## src/rtl/pin_router_pkg.sv

```systemverilog
package pin_router_pkg;
  localparam int SEL_W   = 3;
  localparam int NUM_RES = (1 << SEL_W) - 1;

  typedef enum logic [2:0] {
    CFG_MAP   = 3'd0,
    CFG_DIR   = 3'd1,
    CFG_DOUT  = 3'd2,
    CFG_ROUTE = 3'd3,
    CFG_BTN   = 3'd4,
    CFG_PEN   = 3'd5
  } cfg_kind_e;

  // true when selector code picks resource line 'line' (0-based)
  function automatic logic sel_hits(input logic [SEL_W-1:0] sel, input int line);
    return (sel != '0) && (int'(sel) == line + 1);
  endfunction

  // direction after reset: low pins start as outputs
  function automatic logic dir_at_reset(input int pin, input int n_low);
    return pin < n_low;
  endfunction
endpackage

```

## src/rtl/pin_cfg_regs.sv

```systemverilog
module pin_cfg_regs
  import pin_router_pkg::*;
#(
  parameter int NUM_PINS = 24,
  parameter int NUM_LOW  = 16,
  parameter int ROUTE_LO = 2,
  parameter int ROUTE_HI = 11,
  localparam int IDX_W     = $clog2(NUM_PINS),
  localparam int NUM_ROUTE = ROUTE_HI - ROUTE_LO + 1
) (
  input  logic                                clk,
  input  logic                                rst_n,
  input  logic                                we,
  input  logic [2:0]                          kind,
  input  logic [IDX_W-1:0]                    idx,
  input  logic [SEL_W-1:0]                    val,
  output logic [NUM_PINS-1:0]                 map_q,
  output logic [NUM_PINS-1:0]                 dir_q,
  output logic [NUM_PINS-1:0]                 dout_q,
  output logic [NUM_ROUTE-1:0][SEL_W-1:0]     route_q,
  output logic [SEL_W-1:0]                    btn_sel_q,
  output logic                                port_en_q
);
  for (genvar g = 0; g < NUM_PINS; g++) begin : g_pin
    localparam logic DIR_RST = dir_at_reset(g, NUM_LOW);
    wire hit = we && (idx == IDX_W'(g));
    always_ff @(posedge clk or negedge rst_n) begin
      if (!rst_n) begin
        map_q[g]  <= 1'b0;
        dir_q[g]  <= DIR_RST;
        dout_q[g] <= 1'b0;
      end else if (hit) begin
        if (kind == CFG_MAP)  map_q[g]  <= val[0];
        if (kind == CFG_DIR)  dir_q[g]  <= val[0];
        if (kind == CFG_DOUT) dout_q[g] <= val[0];
      end
    end
  end

  for (genvar r = 0; r < NUM_ROUTE; r++) begin : g_route
    wire hit = we && (kind == CFG_ROUTE) && (idx == IDX_W'(ROUTE_LO + r));
    always_ff @(posedge clk or negedge rst_n) begin
      if (!rst_n)   route_q[r] <= '0;
      else if (hit) route_q[r] <= val;
    end
  end

  always_ff @(posedge clk or negedge rst_n) begin
    if (!rst_n) begin
      btn_sel_q <= '0;
      port_en_q <= 1'b0;
    end else if (we) begin
      if (kind == CFG_BTN) btn_sel_q <= val;
      if (kind == CFG_PEN) port_en_q <= val[0];
    end
  end
endmodule

```

## src/rtl/pin_pad_ctrl.sv

```systemverilog
module pin_pad_ctrl #(
  parameter int NUM_PINS = 24,
  parameter int NUM_LOW  = 16
) (
  input  logic [NUM_PINS-1:0] map_q,
  input  logic [NUM_PINS-1:0] dir_q,
  input  logic [NUM_PINS-1:0] dout_q,
  input  logic [NUM_PINS-1:0] seg_data,
  input  logic                port_en,
  output logic [NUM_PINS-1:0] pin_out,
  output logic [NUM_PINS-1:0] pin_oe,
  output logic [NUM_PINS-1:0] seg_drv
);
  for (genvar g = 0; g < NUM_PINS; g++) begin : g_pad
    logic gate;
    if (g < NUM_LOW) begin : g_gated
      assign gate = port_en;
    end else begin : g_free
      assign gate = 1'b1;
    end
    assign seg_drv[g] = map_q[g];
    assign pin_out[g] = map_q[g] ? seg_data[g] : dout_q[g];
    assign pin_oe[g]  = ~map_q[g] & dir_q[g] & gate;
  end
endmodule

```

## src/rtl/pin_sync.sv

```systemverilog
module pin_sync #(
  parameter int W = 1
) (
  input  logic         clk,
  input  logic         rst_n,
  input  logic [W-1:0] d,
  output logic [W-1:0] q
);
  logic [W-1:0] stage1;
  always_ff @(posedge clk or negedge rst_n) begin
    if (!rst_n) begin
      stage1 <= '0;
      q      <= '0;
    end else begin
      stage1 <= d;
      q      <= stage1;
    end
  end
endmodule

```

## src/rtl/event_router.sv

```systemverilog
module event_router
  import pin_router_pkg::*;
#(
  parameter int NUM_ROUTE = 10
) (
  input  logic [NUM_ROUTE-1:0]            live,
  input  logic [NUM_ROUTE-1:0][SEL_W-1:0] route_sel,
  input  logic                            btn_lvl,
  input  logic [SEL_W-1:0]                btn_sel,
  output logic [NUM_RES-1:0]              res
);
  for (genvar k = 0; k < NUM_RES; k++) begin : g_line
    logic acc;
    always_comb begin
      acc = btn_lvl & sel_hits(btn_sel, k);
      for (int p = 0; p < NUM_ROUTE; p++) begin
        acc = acc | (live[p] & sel_hits(route_sel[p], k));
      end
    end
    assign res[k] = acc;
  end
endmodule

```

## src/rtl/pin_mux_router.sv

```systemverilog
module pin_mux_router
  import pin_router_pkg::*;
#(
  parameter int NUM_PINS = 24,
  parameter int NUM_LOW  = 16,
  parameter int ROUTE_LO = 2,
  parameter int ROUTE_HI = 11,
  localparam int IDX_W   = $clog2(NUM_PINS)
) (
  input  logic                clk,
  input  logic                rst_n,
  input  logic                cfg_we,
  input  logic [2:0]          cfg_kind,
  input  logic [IDX_W-1:0]    cfg_idx,
  input  logic [SEL_W-1:0]    cfg_val,
  input  logic [NUM_PINS-1:0] seg_data,
  input  logic [NUM_PINS-1:0] pin_in,
  input  logic                btn_in,
  output logic [NUM_PINS-1:0] pin_out,
  output logic [NUM_PINS-1:0] pin_oe,
  output logic [NUM_PINS-1:0] seg_drv,
  output logic [NUM_RES-1:0]  res_out
);
  localparam int NUM_ROUTE = ROUTE_HI - ROUTE_LO + 1;

  logic [NUM_PINS-1:0]             map_q, dir_q, dout_q;
  logic [NUM_ROUTE-1:0][SEL_W-1:0] route_q;
  logic [SEL_W-1:0]                btn_sel_q;
  logic                            port_en_q;
  logic [NUM_PINS-1:0]             pin_sync_q;
  logic                            btn_sync_q;
  logic [NUM_ROUTE-1:0]            route_live;   // synced level of routable GPIO pins

  pin_cfg_regs #(
    .NUM_PINS(NUM_PINS), .NUM_LOW(NUM_LOW), .ROUTE_LO(ROUTE_LO), .ROUTE_HI(ROUTE_HI)
  ) u_regs (
    .clk(clk), .rst_n(rst_n), .we(cfg_we), .kind(cfg_kind), .idx(cfg_idx), .val(cfg_val),
    .map_q(map_q), .dir_q(dir_q), .dout_q(dout_q), .route_q(route_q),
    .btn_sel_q(btn_sel_q), .port_en_q(port_en_q)
  );

  pin_pad_ctrl #(.NUM_PINS(NUM_PINS), .NUM_LOW(NUM_LOW)) u_pad (
    .map_q(map_q), .dir_q(dir_q), .dout_q(dout_q), .seg_data(seg_data),
    .port_en(port_en_q), .pin_out(pin_out), .pin_oe(pin_oe), .seg_drv(seg_drv)
  );

  pin_sync #(.W(NUM_PINS + 1)) u_sync (
    .clk(clk), .rst_n(rst_n), .d({btn_in, pin_in}), .q({btn_sync_q, pin_sync_q})
  );

  for (genvar r = 0; r < NUM_ROUTE; r++) begin : g_live
    assign route_live[r] = pin_sync_q[ROUTE_LO + r] & ~map_q[ROUTE_LO + r];
  end

  event_router #(.NUM_ROUTE(NUM_ROUTE)) u_route (
    .live(route_live), .route_sel(route_q), .btn_lvl(btn_sync_q),
    .btn_sel(btn_sel_q), .res(res_out)
  );
endmodule

```

## config.mk

```make
export PLATFORM = sky130hd
export DESIGN_NAME = pin_mux_router
export DESIGN_NICKNAME = d
export VERILOG_FILES = /design/src/rtl/pin_router_pkg.sv /design/src/rtl/pin_cfg_regs.sv /design/src/rtl/pin_pad_ctrl.sv /design/src/rtl/pin_sync.sv /design/src/rtl/event_router.sv /design/src/rtl/pin_mux_router.sv
export SDC_FILE = /design/constraint.sdc
export NUM_CORES = 1
export LEC_CHECK = 0
export BUFFER_PORTS_ARGS = -buffer_cell sky130_fd_sc_hd__buf_2
export CAP_MARGIN = 20
export CORE_UTILIZATION = 40
export CTS_CLUSTER_SIZE = 14
export DETAILED_ROUTE_END_ITERATION = 8
export GPL_ROUTABILITY_DRIVEN = 0
export PLACE_DENSITY = 0.63
export SKIP_LAST_GASP = 1
export SLEW_MARGIN = 20
export SYNTH_ARGS = -nofsm -noshare
export SYNTH_HDL_FRONTEND = slang
export SYNTH_HIERARCHICAL = 1
export SYNTH_SLANG_ARGS = --single-unit
```

## constraint.sdc

```tcl
create_clock -name clk -period 2.1 [get_ports clk]
set_clock_uncertainty 0.05 [all_clocks]
set_input_delay 0.315 -clock clk [delete_from_list [all_inputs] [get_ports clk]]
set_output_delay 0.315 -clock clk [all_outputs]
set_load 0.02 [all_outputs]
```

---- After elaboration in Yosys (flattened, before gate mapping) ----
Cells that the tools add are included.
word-level totals
  output and inout bits ................... 79
  bits in writable memories ............... 0
  memories kept ........................... 0
  latch bits .............................. 0
  logic and storage cells ................. 635
  input port bits ......................... 63
  bits in registers ....................... 156
  memory bits (read-only) ................. 0
operators by class
  mux-type cells .......................... 24
  eq/ne operators ......................... 105
  bitwise operators ....................... 221
  $lt $le $gt $ge ......................... 0
  divide/modulo/power cells ............... 0
  shifts and indexed selects .............. 0
  multiply operators ...................... 0
  add/subtract/negate cells ............... 0
  reductions and logical operators ........ 199
operators with widths
  cell                                           count
  AND reduction 2 bit                            74
  == test 3 bit, second input constant           46
  AND 1 bit                                      127
  logical AND 1 bit                              112
  == test 3 x 2 -> 1 bit, second input constant  24
  bitwise OR 1 bit                               70
  == test 5 x 4 -> 1 bit, second input constant  8
  == test 5 bit, second input constant           8
  == test 3 x 1 -> 1 bit, second input constant  12
  nonzero test 3 bit                             11
  two-way mux 1 bit                              24
  NOT 1 bit                                      24
  == test 5 x 3 -> 1 bit, second input constant  4
  == test 5 x 2 -> 1 bit, second input constant  2
  == test 5 x 1 -> 1 bit, second input constant  1
  logical NOT 5 bit                              1
  logical NOT 3 bit                              1

---- Longest topological paths before layout ----
Gate-level depths: netlist of the first run.
  depth after elaboration ................. 13
  depth in mapped cells ................... 6
  depth with buffers taken out ............ 4

---- Modules after synthesis ----
Netlist of the first run, hierarchy kept.
by module, submodules not included
  module          sequential area each (sq um)  area an instance (sq um)  cells each  instances
  pin_cfg_regs    2672.6                        4852.2                    367         1
  pin_sync        1251.2                        1251.2                    50          1
  event_router    0.0                           925.9                     113         1
  pin_pad_ctrl    0.0                           659.4                     73          1
  pin_mux_router  0.0                           137.6                     10          1

---- Worst setup path before layout of the first run ----
OpenSTA, ideal clock, no wires.
  path type ............................... input port to flip-flop
  start ................................... in cfg_kind[1]
  end ..................................... reg u_regs.map_q[3]
  stages on the path ...................... 5
  path buffers ............................ 2
  arrival ................................. 1.536 ns
  path slack .............................. 0.389 ns
  path through ............................ buf_4 or3_1 clkbuf_1 nor4_2 mux2_2
between the ends
  word-level cells in the longest chain between the ends .. 2
RTL lines
  item                                  RTL line              RTL
  start: declaration                    pin_mux_router.sv:13  input logic [2:0] cfg_kind,
  logical NOT 3 bit                     pin_cfg_regs.sv:33    if (kind == CFG_MAP) map_q[g] <= val[0];
  AND reduction 2 bit (no source line)  --
  end signal: indexed assignment        pin_cfg_regs.sv:33
  end: declaration                      pin_cfg_regs.sv:17    output logic [NUM_PINS-1:0] map_q,
No other way between the ends.
A chain may end at the register's enable or synchronous reset.

---- Final worst setup path of the first run ----
  start ................................... reg u_regs.map_q[3]
  end ..................................... out res_out[1]
between the ends
  word-level cells in the longest chain between the ends .. 12
RTL lines
  item                           RTL line              RTL
  NOT 1 bit                      pin_mux_router.sv:52  assign route_live[r] = pin_sync_q[ROUTE_LO + r] & ~map_q[ROUTE_LO + r];
  AND 1 bit                      pin_mux_router.sv:52
  named net route_live[1]        pin_mux_router.sv:32  logic [NUM_ROUTE-1:0] route_live;
  AND 1 bit                      event_router.sv:17    acc = acc | (live[p] & sel_hits(route_sel[p], k));
  bitwise OR 1 bit (9 in a row)  event_router.sv:17
  end: declaration               pin_mux_router.sv:22  output logic [NUM_RES-1:0] res_out
The timed path passes the listed nets, and every way through them passes these cells.

==> results of run 1 <==
[power by group through the flow]
stage	registers, mW	logic, mW	clock network [mW]
2_1_floorplan	2.75	0.586	0
3_3_place_gp	2.80	0.784	0
3_5_place_dp	2.81	0.801	0
4_1_cts	2.78	0.850	3.23
5_1_grt	2.81	0.933	3.36
6_report	2.79	0.868	3.17
[cell type report]
class / count / share of cell area (%)
clock buffers: 17 / 4.79
clock inverters: 15 / 2.34
inverters: 1 / 0.0423
multi-input cells: 387 / 41.6
flip-flops and latches: 128 / 36.7
well taps: 225 / 3.17
repair buffers: 166 / 11.4
[flip-flops by register name, summed over array words and instances, names as in the netlist]
name / count
u_regs/btn_sel_q: 3
u_regs/dir_q: 24
u_regs/dout_q: 24
u_regs/map_q: 24
u_regs/port_en_q: 1
u_regs/route_q: 30
u_sync/q: 11
u_sync/stage1: 11
[worst min-delay path by stage]
stage,slack (ns),depth (start not counted),endpoint,startpoint
finish,0.30,0,u_sync/q[3]$_DFF_PN0_,u_sync/stage1[3]$_DFF_PN0_
global route,0.31,0,u_sync/q[7]$_DFF_PN0_,u_sync/stage1[7]$_DFF_PN0_
CTS,0.29,3,u_regs/port_en_q$_DFFE_PN0P_,cfg_kind[2]
detailed placement,0.23,1,u_sync/q[10]$_DFF_PN0_,rst_n
floorplan,-0.03,0,u_regs/btn_sel_q[0]$_DFFE_PN0P_,rst_n
global placement,0.23,1,u_sync/q[10]$_DFF_PN0_,rst_n
[metal layers]
metal | up-vias | GRT usage, % | share of wire (%)
met5 | - | 0 | 0
met4 | 0 | 7.43 | 1.9
met3 | 24 | 4.53 | 5.2
met2 | 152 | 31.1 | 47
met1 | 2609 | 27.1 | 45
li1 | 2439 | - | -
[worst max-delay path, delay by kind of cell, from the launching register on]
kind | cells | cell delay [ns]
and+or+nand+nor | 4 | 0.85
DFF | 1 | 0.41
buffers and inverters | 1 | 0.16
[repair_timing]
item,CTS,global route
hold buffers,12,0
resized for setup,33,35
endpoints found under the setup margin,7,7
pin swaps,7,9
buffers inserted,3,0
hold endpoints to repair,36,0
[per-stage QoR]
step | cell area, µm² | cells | util, %
final | 8880 | 939 | 51.1
after floorplan | 7130 | 585 | -
after CTS | 8740 | 939 | 50.4
after global placement | 7810 | 892 | 45.0
after global routing | 8880 | 939 | 51.1
after detailed placement | 7810 | 892 | 45.0
==> run_results.csv, run 1 <==
group,metric,value,unit
drt,ant_nets,0,
cells_and_area,final_cell_mix,"mux2_2, buf_2, dfrtp_1, nand3_1, nand4b_1",
cells_and_area,fin_nets,764,
yosys,synth_fp_nets,648,
cells_and_area,multi_input_area,3690,µm²
timing,layout_setup_ws,-0.110,ns
global_route,grt_usage,20.0,%
yosys,yosysWarnings,6,
global_route,grt_max_degree,85,
die,die_height,135,µm
timing,hold_violations,0,
setup_path,worstReg2RegStart,"u_regs/port_en_q$_DFFE_PN0P_",
place,dp_hpwl,12000,µm
timing,fin_crit,2.21,ns
setup_path,slowest_delay,0.45,ns
setup_path,crit_slowest_cell,"nor4bb_1",
clock_network,insertion_delay,0.42,ns
setup_path,cp-end-kind,"output pin",
setup_path,required,1.74,ns
cells_and_area,drive_above_1_share,57.8,%
setup_path,path_class,"flop to output pin",
global_route,grt_pass1_vias,5170,
die,pin_count,142,
global_route,antenna_found_initial,1,
timing,finalSetupViolCount,3,
die,rows,48,
setup_path,path_cells,"nor2b_4, nor4bb_1, nor4_2, nand3_1, buf_4",
timing,setup_tns,-0.213,ns
clock_network,root_buffer,"clkbuf_16",
setup_path,worstPathArrival,1.85,ns
power_and_ir_drop,p_int,5.03,mW
clock_network,cts_max_path_buffers,2,
setup_path,cp-endpoint,"res_out[1]",
power_and_ir_drop,power.switching,1.80,mW
setup_path,crit_fanout,7,
drt,wl,17800,µm
timing,finalCritPeriodShare,105,%
power_and_ir_drop,pwr-share-clk,46.4,%
power_and_ir_drop,seq_power_share,40.9,%
drt,avgViaCountPerCell,5.56,
place,dp_slack,0.228,ns
global_route,grt_overflow_total,0,
yosys,avgSynthCellArea,12.2,µm²
setup_path,startpoint_type,"flop",
clock_network,cts_sinks,128,
drt,drc_errors,0,
drt,drt_iter0_markers,339,
power_and_ir_drop,swShare,26.4,%
clock_network,cts_tree,"built",
die,die_area,18400,µm²
timing,fmax,0.452,GHz
global_route,grt_pass1_wl,28100,µm
setup_path,reg2reg_slack,0.93,ns
power_and_ir_drop,peakVddDrop,0.543,mV
timing,rsz0062_at_grt,"yes",
die,core,17400,µm²
power_and_ir_drop,p_comb_share,12.7,%
timing,relSlewSlack,46.8,%
clock_network,path_clk_slew,0.06,ns
die,die_w,135,µm
outcome,outcome,"finished with violations",
power_and_ir_drop,p_leak,4.10,nW
cells_and_area,register_area,3260,µm²
setup_path,r2r-end,"u_regs/port_en_q$_DFFE_PN0P_",
cells_and_area,diodes,0,
outcome,violations,"setup timing",
clock_network,numCtsBuffers,17,
place,io_buffers,127,
drt,dr_total_vias,5224,
cells_and_area,fillers,1485,
drt,routedWlPerCell,18.9,µm
setup_path,reg2reg_depth,1,
clock_network,htree_levels,4,
cells_and_area,final_common_cell,"mux2_2",
power_and_ir_drop,pwr_density_cell,769,nW/µm²
yosys,syn-instance-count,585,
setup_path,critical_path.startpoint,"u_regs/map_q[3]$_DFFE_PN0P_",
timing,maxSlewViolCount,0,
drt,dr.pass1.iters,4,
flow_run,cap_violations,0,
die,start_util,41.1,%
yosys,syn-cell-area,7130,µm²
timing,tightestPinTransition,0.798,ns
timing,timing.hold.ws,0.303,ns
worst_hold_path,min_path_type,"flop to flop",
cells_and_area,syn_to_final_growth,24.6,%
power_and_ir_drop,finalPower,6.83,mW
No activity file was read; power rests on OpenSTA's default activity.
==> run 2, diff against run 1 <==
- BUFFER_PORTS_ARGS: -buffer_cell sky130_fd_sc_hd__buf_2 -> -buffer_cell sky130_fd_sc_hd__buf_4
==> run 2 against run 1 <==
  * The run still ends with setup timing left
  * Clock-buffer cell count grew 2
  * Hold slack lost 0.078 ns
  * Highest routed layer unchanged
  * Register-to-register slack is essentially flat
  * Critical path depth is the same
  * Via count grew 0.46%
  * Clock power shrank 6%
  * Die area is the same
==> run_results.csv, run 2 (synthesis results as in run 1) <==
group,metric,value,unit
global_route,grt_overflow_total,0,
drt,dr_total_vias,5248,
cells_and_area,largest_register_ffs,30,
global_route,grt_max_degree,45,
setup_path,worstPathArrival,1.77,ns
die,pin_count,142,
die,rows,48,
global_route,grt_usage,20.1,%
timing,finalSetupViolCount,4,
die,start_util,41.1,%
drt,drc_errors,0,
setup_path,required,1.74,ns
cells_and_area,stdcell_area,9120,µm²
timing,tightestPinTransition,0.837,ns
clock_network,cts_tree,"built",
setup_path,r2r-end,"u_regs/port_en_q$_DFFE_PN0P_",
place,placedInstanceArea,8150,µm²
outcome,outcome,"finished with violations",
setup_path,path_class,"flop to output pin",
timing,finalCritPeriodShare,102,%
clock_network,numCtsBuffers,17,
place,dp_hpwl,12400,µm
die,die_height,135,µm
power_and_ir_drop,pwr_density_cell,736,nW/µm²
global_route,antenna_found_initial,0,
power_and_ir_drop,p_leak,4.13,nW
drt,routedWlPerCell,19.0,µm
clock_network,insertion_delay,0.41,ns
clock_network,htree_levels,4,
die,core,17400,µm²
cells_and_area,final_cell_mix,"buf_4, mux2_2, dfrtp_1, nand3_1, nand4b_1",
cells_and_area,fin_nets,765,
drt,wl,17900,µm
setup_path,cp-end-kind,"output pin",
die,die_area,18400,µm²
cells_and_area,final_common_cell,"buf_4",
global_route,grt_pass1_vias,5166,
global_route,grt_pass1_wl,28300,µm
cells_and_area,diodes,0,
timing,fin_crit,2.13,ns
clock_network,cts_max_path_buffers,2,
clock_network,root_buffer,"clkbuf_16",
timing,layout_setup_ws,-0.0339,ns
worst_hold_path,min_path_cells,2,
setup_path,reg2reg_slack,0.92,ns
worst_hold_path,hp-start,"cfg_val[1]",
clock_network,path_clk_slew,0.06,ns
setup_path,critical_path.startpoint,"u_regs/map_q[4]$_DFFE_PN0P_",
worst_hold_path,hold_end,"u_regs/route_q[4]$_DFFE_PN0P_",
drt,ant_nets,0,
timing,relSlewSlack,44.1,%
setup_path,crit_fanout,7,
place,io_buffers,127,
power_and_ir_drop,peakVddDrop,0.562,mV
die,die_w,135,µm
place,dp_slack,0.106,ns
timing,hold_violations,0,
timing,fmax,0.469,GHz
setup_path,worstReg2RegStart,"u_regs/port_en_q$_DFFE_PN0P_",
outcome,violations,"setup timing",
worst_hold_path,min_path_type,"primary input to flop",
drt,avgViaCountPerCell,5.58,
timing,rsz0062_at_grt,"yes",
cells_and_area,top_register,"u_regs/route_q",
drt,drt_iter0_markers,353,
clock_network,cts_sinks,128,
drt,dr.pass1.iters,5,
flow_run,cap_violations,0,
setup_path,startpoint_type,"flop",
timing,maxSlewViolCount,0,
cells_and_area,drive_above_1_share,57.5,%
cells_and_area,syn_to_final_growth,28.0,%
setup_path,reg2reg_depth,1,
==> run 2: changes by cell type in the layout (fill, tap and decap cells not counted), moves of 3 or more <==
| cell | change |
|---|---|
| buf_2 | -120 |
| buf_4 | +119 |
| dfrtp_1 | -4 |
| dfrtp_2 | +4 |
| inv_6 | -3 |
| nor4bb_4 | -3 |
==> run 2: routing by layer <==
metal  vias to the layer above  GRT usage [%]  wire length, µm
met3                        29           5.20             1000
met5                         -              0                0
met2                       156           31.7             8670
met4                         0           6.74              276
li1                       2420              -                -
met1                      2643           26.9             7900
==> run 2: layout make-up <==
cell class	count	area, µm²
repair buffers	167	1340
inverters	1	3.75
flip-flops and latches	128	3260
clock buffers	19	443
multi-input cells	387	3630
fillers	1501	8240
well taps	225	282
clock inverters	13	163
==> run 2: report_power, final <==
group | internal (mW) | switching (mW) | leakage [nW]
clock network | 1.90 | 1.08 | 0.289
registers | 2.62 | 0.177 | 1.61
logic | 0.472 | 0.463 | 2.23
total | 4.99 | 1.72 | 4.13
==> run 2: what timing repair did <==
item                                    in CTS  in global routing
hold buffers                                12                  0
endpoints found under the setup margin       7                  7
pin swaps                                    4                 16
endpoints found under the hold margin       29                  0
resized for setup                           30                 28
setup buffers                                2                  1
==> run 2: critical path, stage by stage, from the launching register on <==
cell	delay (ns)
dfrtp_1	0.44
nor2b_4	0.22
nor4bb_2	0.35
nor3_1	0.11
nand3_1	0.09
buf_4	0.14
==> run 2: worst max path at each step <==
stage	cells past startpoint	to	slack, ns
4_1_cts	5	res_out[0]	-0.04
5_1_grt	5	res_out[0]	-0.11
3_5_place_dp	4	u_regs/route_q[21]$_DFFE_PN0P_	0.11
6_report	5	res_out[3]	-0.03
2_1_floorplan	5	u_regs/map_q[3]$_DFFE_PN0P_	0.39
3_3_place_gp	4	u_regs/route_q[22]$_DFFE_PN0P_	0.20
==> run 2: per-stage QoR <==
stage                     setup TNS [ns]  hold WS (ns)  cells  total power [mW]  utilization (%)
after global placement                 0         0.174    893              3.68             47.0
after global routing              -0.406         0.214    940              6.98             52.5
final                            -0.0700         0.225    940              6.71             52.5
after detailed placement               0         0.179    893              3.70             47.0
after CTS                         -0.141         0.207    939              6.77             52.0
after floorplan                        0       -0.0306    585              3.34                -
